$ cat src/rtl/dslope_pkg.sv
package dslope_pkg;

  typedef enum logic [1:0] {
    PH_AZ  = 2'd0,
    PH_INT = 2'd1,
    PH_DEI = 2'd2,
    PH_ZI  = 2'd3
  } phase_e;

  // Auto-zero receives whatever is left of the fixed cycle.
  function automatic int unsigned fill_len(int unsigned cycle_cnt,
                                           int unsigned int_cnt,
                                           int unsigned dei_cnt,
                                           int unsigned zi_cnt);
    return cycle_cnt - int_cnt - dei_cnt - zi_cnt;
  endfunction

  function automatic logic [3:0] phase_onehot(phase_e p);
    return 4'b0001 << p;
  endfunction

endpackage

$ cat src/rtl/dslope_prescale.sv
module dslope_prescale #(
  parameter int DIV = 4
) (
  input  logic clk_i,
  input  logic rst_i,
  output logic tick_o
);

  localparam int W = (DIV > 2) ? $clog2(DIV) : 1;

  logic [W-1:0] cnt;

  assign tick_o = (cnt == W'(DIV - 1));

  always_ff @(posedge clk_i) begin
    if (rst_i)       cnt <= '0;
    else if (tick_o) cnt <= '0;
    else             cnt <= cnt + W'(1);
  end

endmodule

$ cat src/rtl/dslope_bcd.sv
module dslope_bcd #(
  parameter int DIGITS = 3
) (
  input  logic                  clk_i,
  input  logic                  rst_i,
  input  logic                  clr_i,
  input  logic                  inc_i,
  output logic                  half_o,
  output logic [4*DIGITS-1:0]   bcd_o
);

  logic [DIGITS:0] carry;

  assign carry[0] = inc_i;

  for (genvar i = 0; i < DIGITS; i++) begin : g_dig
    logic [3:0] d;
    logic       at9;
    assign at9          = (d == 4'd9);
    assign carry[i+1]   = carry[i] & at9;
    assign bcd_o[4*i+:4] = d;
    always_ff @(posedge clk_i) begin
      if (rst_i || clr_i) d <= 4'd0;
      else if (carry[i])  d <= at9 ? 4'd0 : d + 4'd1;
    end
  end

  always_ff @(posedge clk_i) begin
    if (rst_i || clr_i)      half_o <= 1'b0;
    else if (carry[DIGITS])  half_o <= ~half_o;
  end

endmodule

$ cat src/rtl/dslope_seq.sv
module dslope_seq
  import dslope_pkg::*;
#(
  parameter int DIV     = 4,
  parameter int INT_CNT = 1000,
  parameter int DEI_MAX = 2000,
  parameter int ZI_NORM = 140,
  parameter int ZI_LONG = 740,
  parameter int CYCLE   = 4000,
  parameter int DIGITS  = 3
) (
  input  logic                clk_i,
  input  logic                rst_i,
  input  logic                cmp_i,
  output logic [3:0]          phase_o,
  output logic                ref_pos_o,
  output logic                valid_o,
  output logic                neg_o,
  output logic                ovr_o,
  output logic                thou_o,
  output logic [4*DIGITS-1:0] bcd_o
);

  localparam int          CW      = $clog2(CYCLE + 1);
  localparam int unsigned AZ_BOOT = CYCLE - INT_CNT - DEI_MAX - ZI_LONG;

  phase_e                ph;
  logic [CW-1:0]         pc;
  logic [CW-1:0]         az_len;
  logic [CW-1:0]         cur_len;
  logic                  long_zi;
  logic                  pos_q;

  // Named internal events
  logic                  tick;
  logic                  in_dei;
  logic                  dei_cross;
  logic                  dei_full;
  logic                  dei_done;
  logic                  timed_end;
  logic                  adv;
  logic                  int_end;
  logic [CW-1:0]         dei_used;
  logic [CW-1:0]         zi_next;
  logic [CW-1:0]         az_next;
  logic                  cnt_half;
  logic [4*DIGITS-1:0]   cnt_bcd;

  dslope_prescale #(.DIV(DIV)) u_pre (
    .clk_i  (clk_i),
    .rst_i  (rst_i),
    .tick_o (tick)
  );

  assign in_dei    = (ph == PH_DEI);
  assign dei_cross = tick & in_dei & (cmp_i != pos_q);
  assign dei_full  = tick & in_dei & ~dei_cross & (pc == CW'(DEI_MAX - 1));
  assign dei_done  = dei_cross | dei_full;

  always_comb begin
    case (ph)
      PH_AZ:   cur_len = az_len;
      PH_INT:  cur_len = CW'(INT_CNT);
      PH_ZI:   cur_len = long_zi ? CW'(ZI_LONG) : CW'(ZI_NORM);
      default: cur_len = CW'(DEI_MAX);
    endcase
  end

  assign timed_end = tick & ~in_dei & (pc == cur_len - CW'(1));
  assign adv       = timed_end | dei_done;
  assign int_end   = adv & (ph == PH_INT);

  assign dei_used = dei_full ? CW'(DEI_MAX) : pc + CW'(1);
  assign zi_next  = dei_full ? CW'(ZI_LONG) : CW'(ZI_NORM);
  assign az_next  = CW'(fill_len(CYCLE, INT_CNT, 32'(dei_used), 32'(zi_next)));

  dslope_bcd #(.DIGITS(DIGITS)) u_bcd (
    .clk_i  (clk_i),
    .rst_i  (rst_i),
    .clr_i  (int_end),
    .inc_i  (tick & in_dei & ~dei_done),
    .half_o (cnt_half),
    .bcd_o  (cnt_bcd)
  );

  always_ff @(posedge clk_i) begin
    if (rst_i) begin
      ph      <= PH_AZ;
      pc      <= '0;
      az_len  <= CW'(AZ_BOOT);
      long_zi <= 1'b0;
      pos_q   <= 1'b0;
      valid_o <= 1'b0;
      neg_o   <= 1'b0;
      ovr_o   <= 1'b0;
      thou_o  <= 1'b0;
      bcd_o   <= '0;
    end else begin
      valid_o <= dei_done;
      if (adv) begin
        ph <= phase_e'(ph + 2'd1);
        pc <= '0;
      end else if (tick) begin
        pc <= pc + CW'(1);
      end
      if (int_end) pos_q <= cmp_i;
      if (dei_done) begin
        long_zi <= dei_full;
        az_len  <= az_next;
        neg_o   <= ~pos_q;
        ovr_o   <= dei_full;
        thou_o  <= dei_full ? 1'b0 : cnt_half;
        bcd_o   <= dei_full ? '0 : cnt_bcd;
      end
    end
  end

  assign phase_o   = phase_onehot(ph);
  assign ref_pos_o = pos_q;

endmodule

$ cat config.mk
export PLATFORM = sky130hd
export DESIGN_NAME = dslope_seq
export DESIGN_NICKNAME = d
export VERILOG_FILES = /design/src/rtl/dslope_pkg.sv /design/src/rtl/dslope_prescale.sv /design/src/rtl/dslope_bcd.sv /design/src/rtl/dslope_seq.sv
export SDC_FILE = /design/constraint.sdc
export NUM_CORES = 1
export LEC_CHECK = 0
export ABC_AREA = 1
export BUFFER_PORTS_ARGS = -buffer_cell sky130_fd_sc_hd__buf_2
export CAP_MARGIN = 20
export CORE_ASPECT_RATIO = 1.25
export CORE_UTILIZATION = 53
export DETAILED_ROUTE_END_ITERATION = 6
export GPL_TIMING_DRIVEN = 0
export HOLD_SLACK_MARGIN = 0.03
export PLACE_DENSITY = 0.71
export SYNTH_ARGS = -nofsm -noshare
export SYNTH_HDL_FRONTEND = slang
export SYNTH_SLANG_ARGS = --single-unit
$ cat constraint.sdc
create_clock -name clk_i -period 3.1 [get_ports clk_i]
set_input_delay 0.465 -clock clk_i [delete_from_list [all_inputs] [get_ports clk_i]]
set_output_delay 0.465 -clock clk_i [all_outputs]
set_load 0.05 [all_outputs]
# Word-level counts from Yosys, hierarchy flattened
# Index checks and enable logic that the tools add are counted.
[op_classes]
n_eq_ne = 10
div_mod_pow = 0
addsub = 9
muxes = 9
shift = 1
n_lt_le_gt_ge = 0
reduce_logical = 4
multipliers = 0
n_bitwise = 18
[ops]
columns = ["op", "count"]
rows = [
  ["$pmux 12 s3", 1],
  ["$mux 12", 2],
  ["$mux 10", 2],
  ["$add 12x1->12 const B", 1],
  ["$add 4x1->4 const B", 3],
  ["$eq 12x11->1 const B", 1],
  ["$eq 12x12->1", 1],
  ["$eq 4x4->1 const B", 3],
  ["$mux 4", 3],
  ["$sub 12x1->12 const B", 1],
  ["$sub 12x11->12", 1],
  ["$sub 12x12->12 const A", 1],
  ["$and 1x1->1", 11],
  ["$eq 2x2->1 const B", 3],
  ["$not 1->1", 5],
  ["$add 2x1->2 const B", 2],
  ["$reduce_or 2->1", 2],
  ["$shl 1x2->4 const A", 1],
  ["$eq 2x1->1 const B", 1],
  ["$logic_not 2->1", 1],
  ["$or 1x1->1", 2],
  ["$logic_or 1x1->1", 1],
  ["$mux 1", 1],
  ["$ne 1x1->1", 1],
]
[word_totals]
regBits = 58
ram_bits = 0
latch_bits = 0
wordCells = 65
mem_count = 0
inputBits = 3
mem_bits_ro = 0

# Longest topological paths before layout
# Gate-level depths: netlist (run 1).
[depth]
depth_word = 12
mapped_depth = 20

# By module
# From an unflattened synthesis (run 1), not the netlist that was laid out.
[hier_totals]
hier_cells = 580
hier_area_um2 = 3793.6
[by_module_without_submodules]
columns = ["module", "area_each_um2", "cells_per_inst", "instances"]
rows = [
  ["dslope_seq", 3039.2, 476, 1],
  ["dslope_bcd", 679.4, 95, 1],
  ["dslope_prescale", 75.1, 9, 1],
]

# Worst setup path before layout (run 1)
# Ideal clock, no wire load.
[synth_timing]
path_type = "flip-flop to flip-flop"
startpoint = "register ph[0]"
endpoint = "register az_len[9]"
setup_slack_ps = 231
stages_incl_launch_ff = 20
setup_time_ps = 114
synth_period_minus_slack_ps = 2869
t_arrival_ps = 2756
cell_sequence = "dfxtp_1 -> inv_1 -> ha_1 -> nand2_1 -> nor2_2 -> nand4_4 -> nand2_1 -> ha_1 -> inv_1 -> ha_1 -> inv_1 -> nand3_1 -> nand2_1 -> inv_1 -> nand2_1 -> nand2_1 -> nand3_1 -> nand2_1 -> o21bai_1 -> inv_1"
[synth_between]
elab_chain_len = 9
elab_cells_between_ends = 11
cone_classes = "add/sub (2); eq/ne (1); mux (2); bitwise (6)"
[synth_rtl]
columns = ["element", "line_no", "source"]
rows = [
  ["start, declared", "dslope_seq.sv:27", "phase_e ph;"],
  ["start signal, assigned", "dslope_seq.sv:101", "ph <= phase_e'(ph + 2'd1);"],
  ["$eq 2x2->1 (*)", "dslope_seq.sv:55", "assign in_dei = (ph == PH_DEI);"],
  ["$and 1x1->1 (*)", "dslope_seq.sv:56, dslope_seq.sv:57", ""],
  ["$and 1x1->1", "dslope_seq.sv:56", "assign dei_cross = tick & in_dei & (cmp_i != pos_q);"],
  ["$not 1->1", "dslope_seq.sv:57", "assign dei_full = tick & in_dei & ~dei_cross & (pc == CW'(DEI_MAX - 1));"],
  ["$and 1x1->1 (2 in series)", "dslope_seq.sv:57", ""],
  ["$mux 12", "dslope_seq.sv:73", "assign dei_used = dei_full ? CW'(DEI_MAX) : pc + CW'(1);"],
  ["$sub 12x12->12", "dslope_pkg.sv:15", "return cycle_cnt - int_cnt - dei_cnt - zi_cnt;"],
  ["$sub 12x11->12", "dslope_pkg.sv:15", ""],
  ["end signal, assigned", "dslope_seq.sv:90", "az_len <= CW'(AZ_BOOT);"],
  ["end signal, assigned", "dslope_seq.sv:109", "az_len <= az_next;"],
  ["end, declared", "dslope_seq.sv:29", "logic [CW-1:0] az_len;"],
]
# Mark *: on every way between the ends. The rest lies on a longest branch, timed or not.
# A chain may end at the register's enable or synchronous reset.

# Final worst setup path (run 1)
[layout_timing]
startpoint = "register ph[1]"
endpoint = "register u_bcd.g_dig[1].d[2]"
[layout_between]
elab_chain_len = 10
elab_cells_between_ends = 22
cone_classes = "add/sub (1); eq/ne (4); mux (1); bitwise (14); reduce/logical (2)"
[layout_rtl]
columns = ["element", "line_no", "source"]
rows = [
  ["parallel branches: the longest is 10 deep, another holds $sub 12x1->12", "--", ""],
  ["end signal, assigned", "dslope_bcd.sv:24", "else if (carry[i]) d <= at9 ? 4'd0 : d + 4'd1;"],
  ["end, declared", "dslope_bcd.sv:17", "logic [3:0] d;"],
]
# Several ways; the timed one is not identified.

==> impl_metrics.json, run 1 <==
{
  "max_stage_delay_ps": 350,
  "ys_ff_latch": 58,
  "vias": 3636,
  "wl_mm": 9.24,
  "cts_made_buffers": 9,
  "cp.arrival_ps": 3070,
  "worstMarginPinSlew_ps": 665,
  "antennaDiodeCount": 0,
  "core_area_um2": 6650,
  "insertion_delay_ps": 340,
  "timing.hold.ws_ps": 433,
  "slew_headroom": 0.555,
  "grt_start_max_net_pins": 11,
  "cts_tree": "done",
  "design_area_um2": 4150,
  "report.final.slew_viol_count": 0,
  "root_buffer": "clkbuf_8",
  "clock_path_buffers": 2,
  "area_delta_synth_final_pct": 12.9,
  "synthCells": 565,
  "fmax_mhz": 352,
  "ir_worst_vdd_uv": 328,
  "synth_warnings": 0,
  "most-common-layout-cells": "154 x nand2_1, 73 x inv_1, 65 x nor2_1",
  "avgSynthCellArea_um2": 6.51,
  "cp_slowest_cell": "dfxtp_2",
  "worstHoldPathType": "flop to flop",
  "grt_pass1_wl_mm": 15.1,
  "drtAntennaViolNets": 0,
  "die-area_um2": 7280,
  "cts_hold_buf": 0,
  "path_cells": "inv_1, ha_1, buf_6, buf_6, nand2_4, ha_1, a21oi_1, nand4_1, nor2_1, nand3_1, nor2_1, nand3_1, nand2_2, nand2_1, nand2_2, buf_6, nor2_1",
  "drive_gt1_frac": 0.128,
  "grt_use_met1": 0.284,
  "worstSetupStartpointType": "flop",
  "synth_nets": 581,
  "p_per_area_nw_per_um2": 420,
  "cts-htree-levels": 3,
  "period_share": 0.917,
  "hold_viol": 0,
  "r2r_start": "ph[1]",
  "antenna_found_initial": 0,
  "io_pins": 24,
  "dpl.hpwl_mm": 7.02,
  "row_count": 33,
  "grt_pass1_vias": 3363,
  "routabilityCongestion": 0.956,
  "postPlaceCellArea_um2": 3900,
  "numClockSinks": 58,
  "synth-seq-area-share": 0.316,
  "crit_type": "flop to flop",
  "tns_ps": 0,
  "firstDrtPassIters": 5,
  "use_met3": 0.0507,
  "worst-path-max-fanout": 10,
  "path_clk_slew_ps": 70,
  "clock_skew_ps": 6.63,
  "cp-startpoint": "ph[1]",
  "period_minus_slack_ps": 2840,
  "top_usage_layer": "met2",
  "critPathCaptureType": "flop",
  "drt_iter0_markers": 239,
  "setup_violations": 0,
  "initial_core_util": 0.553,
  "numPortBuffers": 22,
  "min_from": "u_pre.cnt[0]",
  "status": "completed",
  "wl_per_cell_um": 13.4,
  "grt-ovfl-total": 0,
  "cp.required_ps": 3330,
  "drc": 0,
  "die_x_um": 76.5,
  "die_h_um": 95.1,
  "synth_cell_types": 35,
  "final_common_cell": "nand2_1",
  "grtUsageTotal": 0.268,
  "grt_util_met2": 0.496,
  "synth_area_um2": 3680,
  "routed_via_density": 5.27,
  "final_net_count": 614,
  "maxCapViolations": 0,
  "p_leak_nw": 1.94,
  "rsz0062_at_grt": "no",
  "total_power_mw": 1.74
}
## Yosys cell counts, drive strengths merged
master	count	share of area
ha	13	0.044
nand3	46	0.064
nor3	6	0.0095
o21ai	30	0.042
a21oi	37	0.053
clkbuf	8	0.0082
xnor2	5	0.014
inv	76	0.078
nand2	162	0.17
buf	5	0.014
xor2	21	0.050
nand4	10	0.023
a21boi	1	0.0020
dfxtp	58	0.32
and3	1	0.0017
nand3b	1	0.0020
o21a	1	0.0020
o211ai	2	0.0041
nor2	75	0.087
nor3b	1	0.0020
or2	1	0.0017
o21bai	5	0.010
## stage by stage
stage	setup WS (ps)	utilization	std cells
final	258	0.625	690
after global placement	186	0.586	674
after floorplan	231	-	565
after global routing	8.37	0.625	690
after detailed placement	119	0.586	674
after CTS	91.3	0.622	690
## kinds of logic after synthesis
family	after synthesis	synth area share
AOI/OAI and AO/OA	76	0.114
xor gates and xnor gates	26	0.0639
buffers and inverters	89	0.0993
adders and majority gates	13	0.0442
DFF	58	0.316
and+or+nand+nor	303	0.363
## routing by layer
| metal | vias to the layer above | routed length (um) |
|---|---|---|
| met5 | - | 0 |
| met4 | 0 | 493 |
| met3 | 34 | 384 |
| met2 | 98 | 4620 |
| met1 | 1645 | 3740 |
| li1 | 1859 | - |
## state kept, by name (all words and copies together), names as in the netlist, 2 cells and up
signal and count:
az_len 12, bcd_o 12, pc 12, ph 2, u_bcd.g_dig.d 12, u_pre.cnt 2
## path summary, 6_finish.rpt
path	cells after the start	slack [ps]	end
worst min-delay path	1	430	u_pre.cnt[0]
worst max-delay path	17	260	u_bcd.g_dig[1].d[2]
worst min register to register	1	430	u_pre.cnt[0]
worst max register to register	17	260	u_bcd.g_dig[1].d[2]
## report_power, final
part	switching, mW	total, mW	leakage [nW]	internal [mW]
registers	0.0157	0.773	0.469	0.757
clock network	0.302	0.819	0.119	0.517
logic	0.0982	0.151	1.35	0.0529
## layout make-up
cell class	count	area, um^2
clock buffers	12	165
repair buffers	22	110
well taps	87	109
multi-input cells	418	2170
plain buffers	13	80.1
inverters	76	285
flip-flops and latches	58	1160
fillers	653	2490
clock inverters	4	72.6
## worst max-delay path, delay by kind of cell (launching register included)
| kind | cells | cell delay [ps] |
|---|---|---|
| adder cells (fa/ha/maj) | 2 | 500 |
| AND/OR/NAND/NOR | 10 | 1110 |
| AO/OA/AOI/OAI | 1 | 190 |
| flip-flops | 1 | 350 |
| buffers and inverters | 4 | 560 |
## repair_timing
action | 4_1_cts | 5_1_grt
setup endpoints to repair | 0 | 23
buffers inserted | 0 | 0
resized for setup | 0 | 6
Note: power is estimated with default switching activity, not from simulation.
==> inputs of run 2 (changes only) <==
--- a/config.mk
+++ b/config.mk
@@ -9,3 +9,2 @@
 export BUFFER_PORTS_ARGS = -buffer_cell sky130_fd_sc_hd__buf_2
-export CAP_MARGIN = 20
 export CORE_ASPECT_RATIO = 1.25
@@ -15,2 +14,3 @@
 export HOLD_SLACK_MARGIN = 0.03
+export MAX_ROUTING_LAYER = met4
 export PLACE_DENSITY = 0.71
==> constraint.sdc (replaced) <==
create_clock -name clk_i -period 3.1 [get_ports clk_i]
set_input_delay 0 -clock clk_i [delete_from_list [all_inputs] [get_ports clk_i]]
set_output_delay 0 -clock clk_i [all_outputs]
set_load 0.05 [all_outputs]
==> impl_metrics.json, run 2 (synthesis results as in run 1) <==
{
  "p_leak_nw": 1.93,
  "firstDrtPassIters": 5,
  "grt-ovfl-total": 0,
  "fmax_mhz": 359,
  "grt_start_max_net_pins": 12,
  "cts_tree": "done",
  "wl_per_cell_um": 13.4,
  "worstSetupStartpointType": "flop",
  "hold_viol": 0,
  "cp_top_family": "simple AND/OR/NAND/NOR gates",
  "worstMarginPinSlew_ps": 674,
  "post-route-util": 0.626,
  "final_net_count": 616,
  "wl_mm": 9.29,
  "path_cells": "inv_1, nor3_1, nand2_1, xor2_1, inv_1, ha_1, a21oi_1, and3_1, nand2_1, nand2_1, nand3_1, nand2_1, inv_1",
  "clock_path_buffers": 2,
  "numPortBuffers": 22,
  "worst-path-max-fanout": 7,
  "drtAntennaViolNets": 0,
  "die_h_um": 95.1,
  "dpl.hpwl_mm": 7.27,
  "cts-htree-levels": 3,
  "maxCapViolations": 0,
  "grtUsageTotal": 0.283,
  "status": "completed",
  "insertion_delay_ps": 350,
  "initial_core_util": 0.553,
  "die-area_um2": 7280,
  "antenna_found_initial": 0,
  "drc": 0,
  "io_pins": 24,
  "setup_violations": 0,
  "worst-path-buf-inv": 3,
  "critPathCaptureType": "flop",
  "drt_iter0_markers": 184,
  "slew_headroom": 0.549,
  "vias": 3561,
  "cts_made_buffers": 9,
  "numClockSinks": 58,
  "dp.cells": 674,
  "grt_pass1_wl_mm": 15.3,
  "cp_slowest_cell": "dfxtp_1",
  "antennaDiodeCount": 0,
  "crit_path_frequent_cell": "nand2_1",
  "cp.arrival_ps": 3040,
  "core_area_um2": 6650,
  "area_delta_synth_final_pct": 13.1,
  "drive_gt1_frac": 0.127,
  "worstHoldPathType": "flop to flop",
  "p_per_area_nw_per_um2": 409,
  "period_minus_slack_ps": 2790,
  "total_power_mw": 1.70,
  "postCtsSetupRepairBufs": 0,
  "rsz0062_at_grt": "no",
  "row_count": 33,
  "max_stage_delay_ps": 520,
  "routed_via_density": 5.15,
  "root_buffer": "clkbuf_8",
  "crit_type": "flop to flop",
  "routabilityCongestion": 0.917,
  "die_x_um": 76.5,
  "ir_worst_vdd_uv": 292,
  "most-common-layout-cells": "154 x nand2_1, 74 x inv_1, 65 x nor2_1",
  "path_clk_slew_ps": 70,
  "tns_ps": 0,
  "final_cells": 692,
  "nFillCells": 654,
  "report.final.slew_viol_count": 0,
  "clock_skew_ps": 6.16,
  "grt_pass1_vias": 3364,
  "period_share": 0.899,
  "final_common_cell": "nand2_1",
  "cp.required_ps": 3350
}
==> run 2: power breakdown <==
part           internal, mW  switching [mW]  total [mW]
registers             0.757          0.0157       0.772
logic                0.0545          0.0978       0.152
clock network         0.450           0.326       0.776
total                  1.26           0.439        1.70
==> run 2: timing repair <==
item | CTS | global route
setup endpoints to repair | 0 | 23
hold endpoints to repair | 2 | 0
hold buffers | 2 | 0
gates resized for setup | 0 | 7
==> run 2: worst paths after layout <==
| kind | end | from | slack, ps | cells past startpoint |
|---|---|---|---|---|
| max | az_len[11] | pc[4] | 310 | 13 |
| min | u_pre.cnt[0] | u_pre.cnt[0] | 430 | 1 |
| max reg2reg | az_len[11] | pc[4] | 310 | 13 |
| min reg2reg | u_pre.cnt[0] | u_pre.cnt[0] | 430 | 1 |
==> run 2: metrics by stage <==
step | hold slack [ps] | area (um^2) | setup slack (ps)
2_1_floorplan | 220 | 3680 | 231
3_3_place_gp | 366 | 3900 | 99.9
3_5_place_dp | 385 | 3900 | 93.8
4_1_cts | 439 | 4140 | 43.8
5_1_grt | 459 | 4160 | 14.1
6_report | 433 | 4160 | 312
==> run 2: worst register-to-register path: stages (launching register included) <==
cell and delay (ps):
dfxtp_1 520, inv_1 160, nor3_1 350, nand2_1 110, xor2_1 380, inv_1 90, ha_1 360, a21oi_1 240
and3_1 200, nand2_1 60, nand2_1 60, nand3_1 70, nand2_1 60, inv_1 30
==> run 2: layer usage <==
metal,GRT usage,routed length [um]
met4,0.149,303
met2,0.504,4740
met1,0.298,3950
met5,-,0
met3,0.0555,295
==> run 2: area by class of cell <==
cell class / count / area [um^2] / area share
plain buffers: 13 / 80.1 / 0.0192
inverters: 76 / 285 / 0.0686
well taps: 87 / 109 / 0.0262
multi-input cells: 418 / 2180 / 0.523
repair buffers: 24 / 130 / 0.0313
flip-flops and latches: 58 / 1160 / 0.280
clock inverters: 7 / 93.8 / 0.0225
clock buffers: 9 / 124 / 0.0298
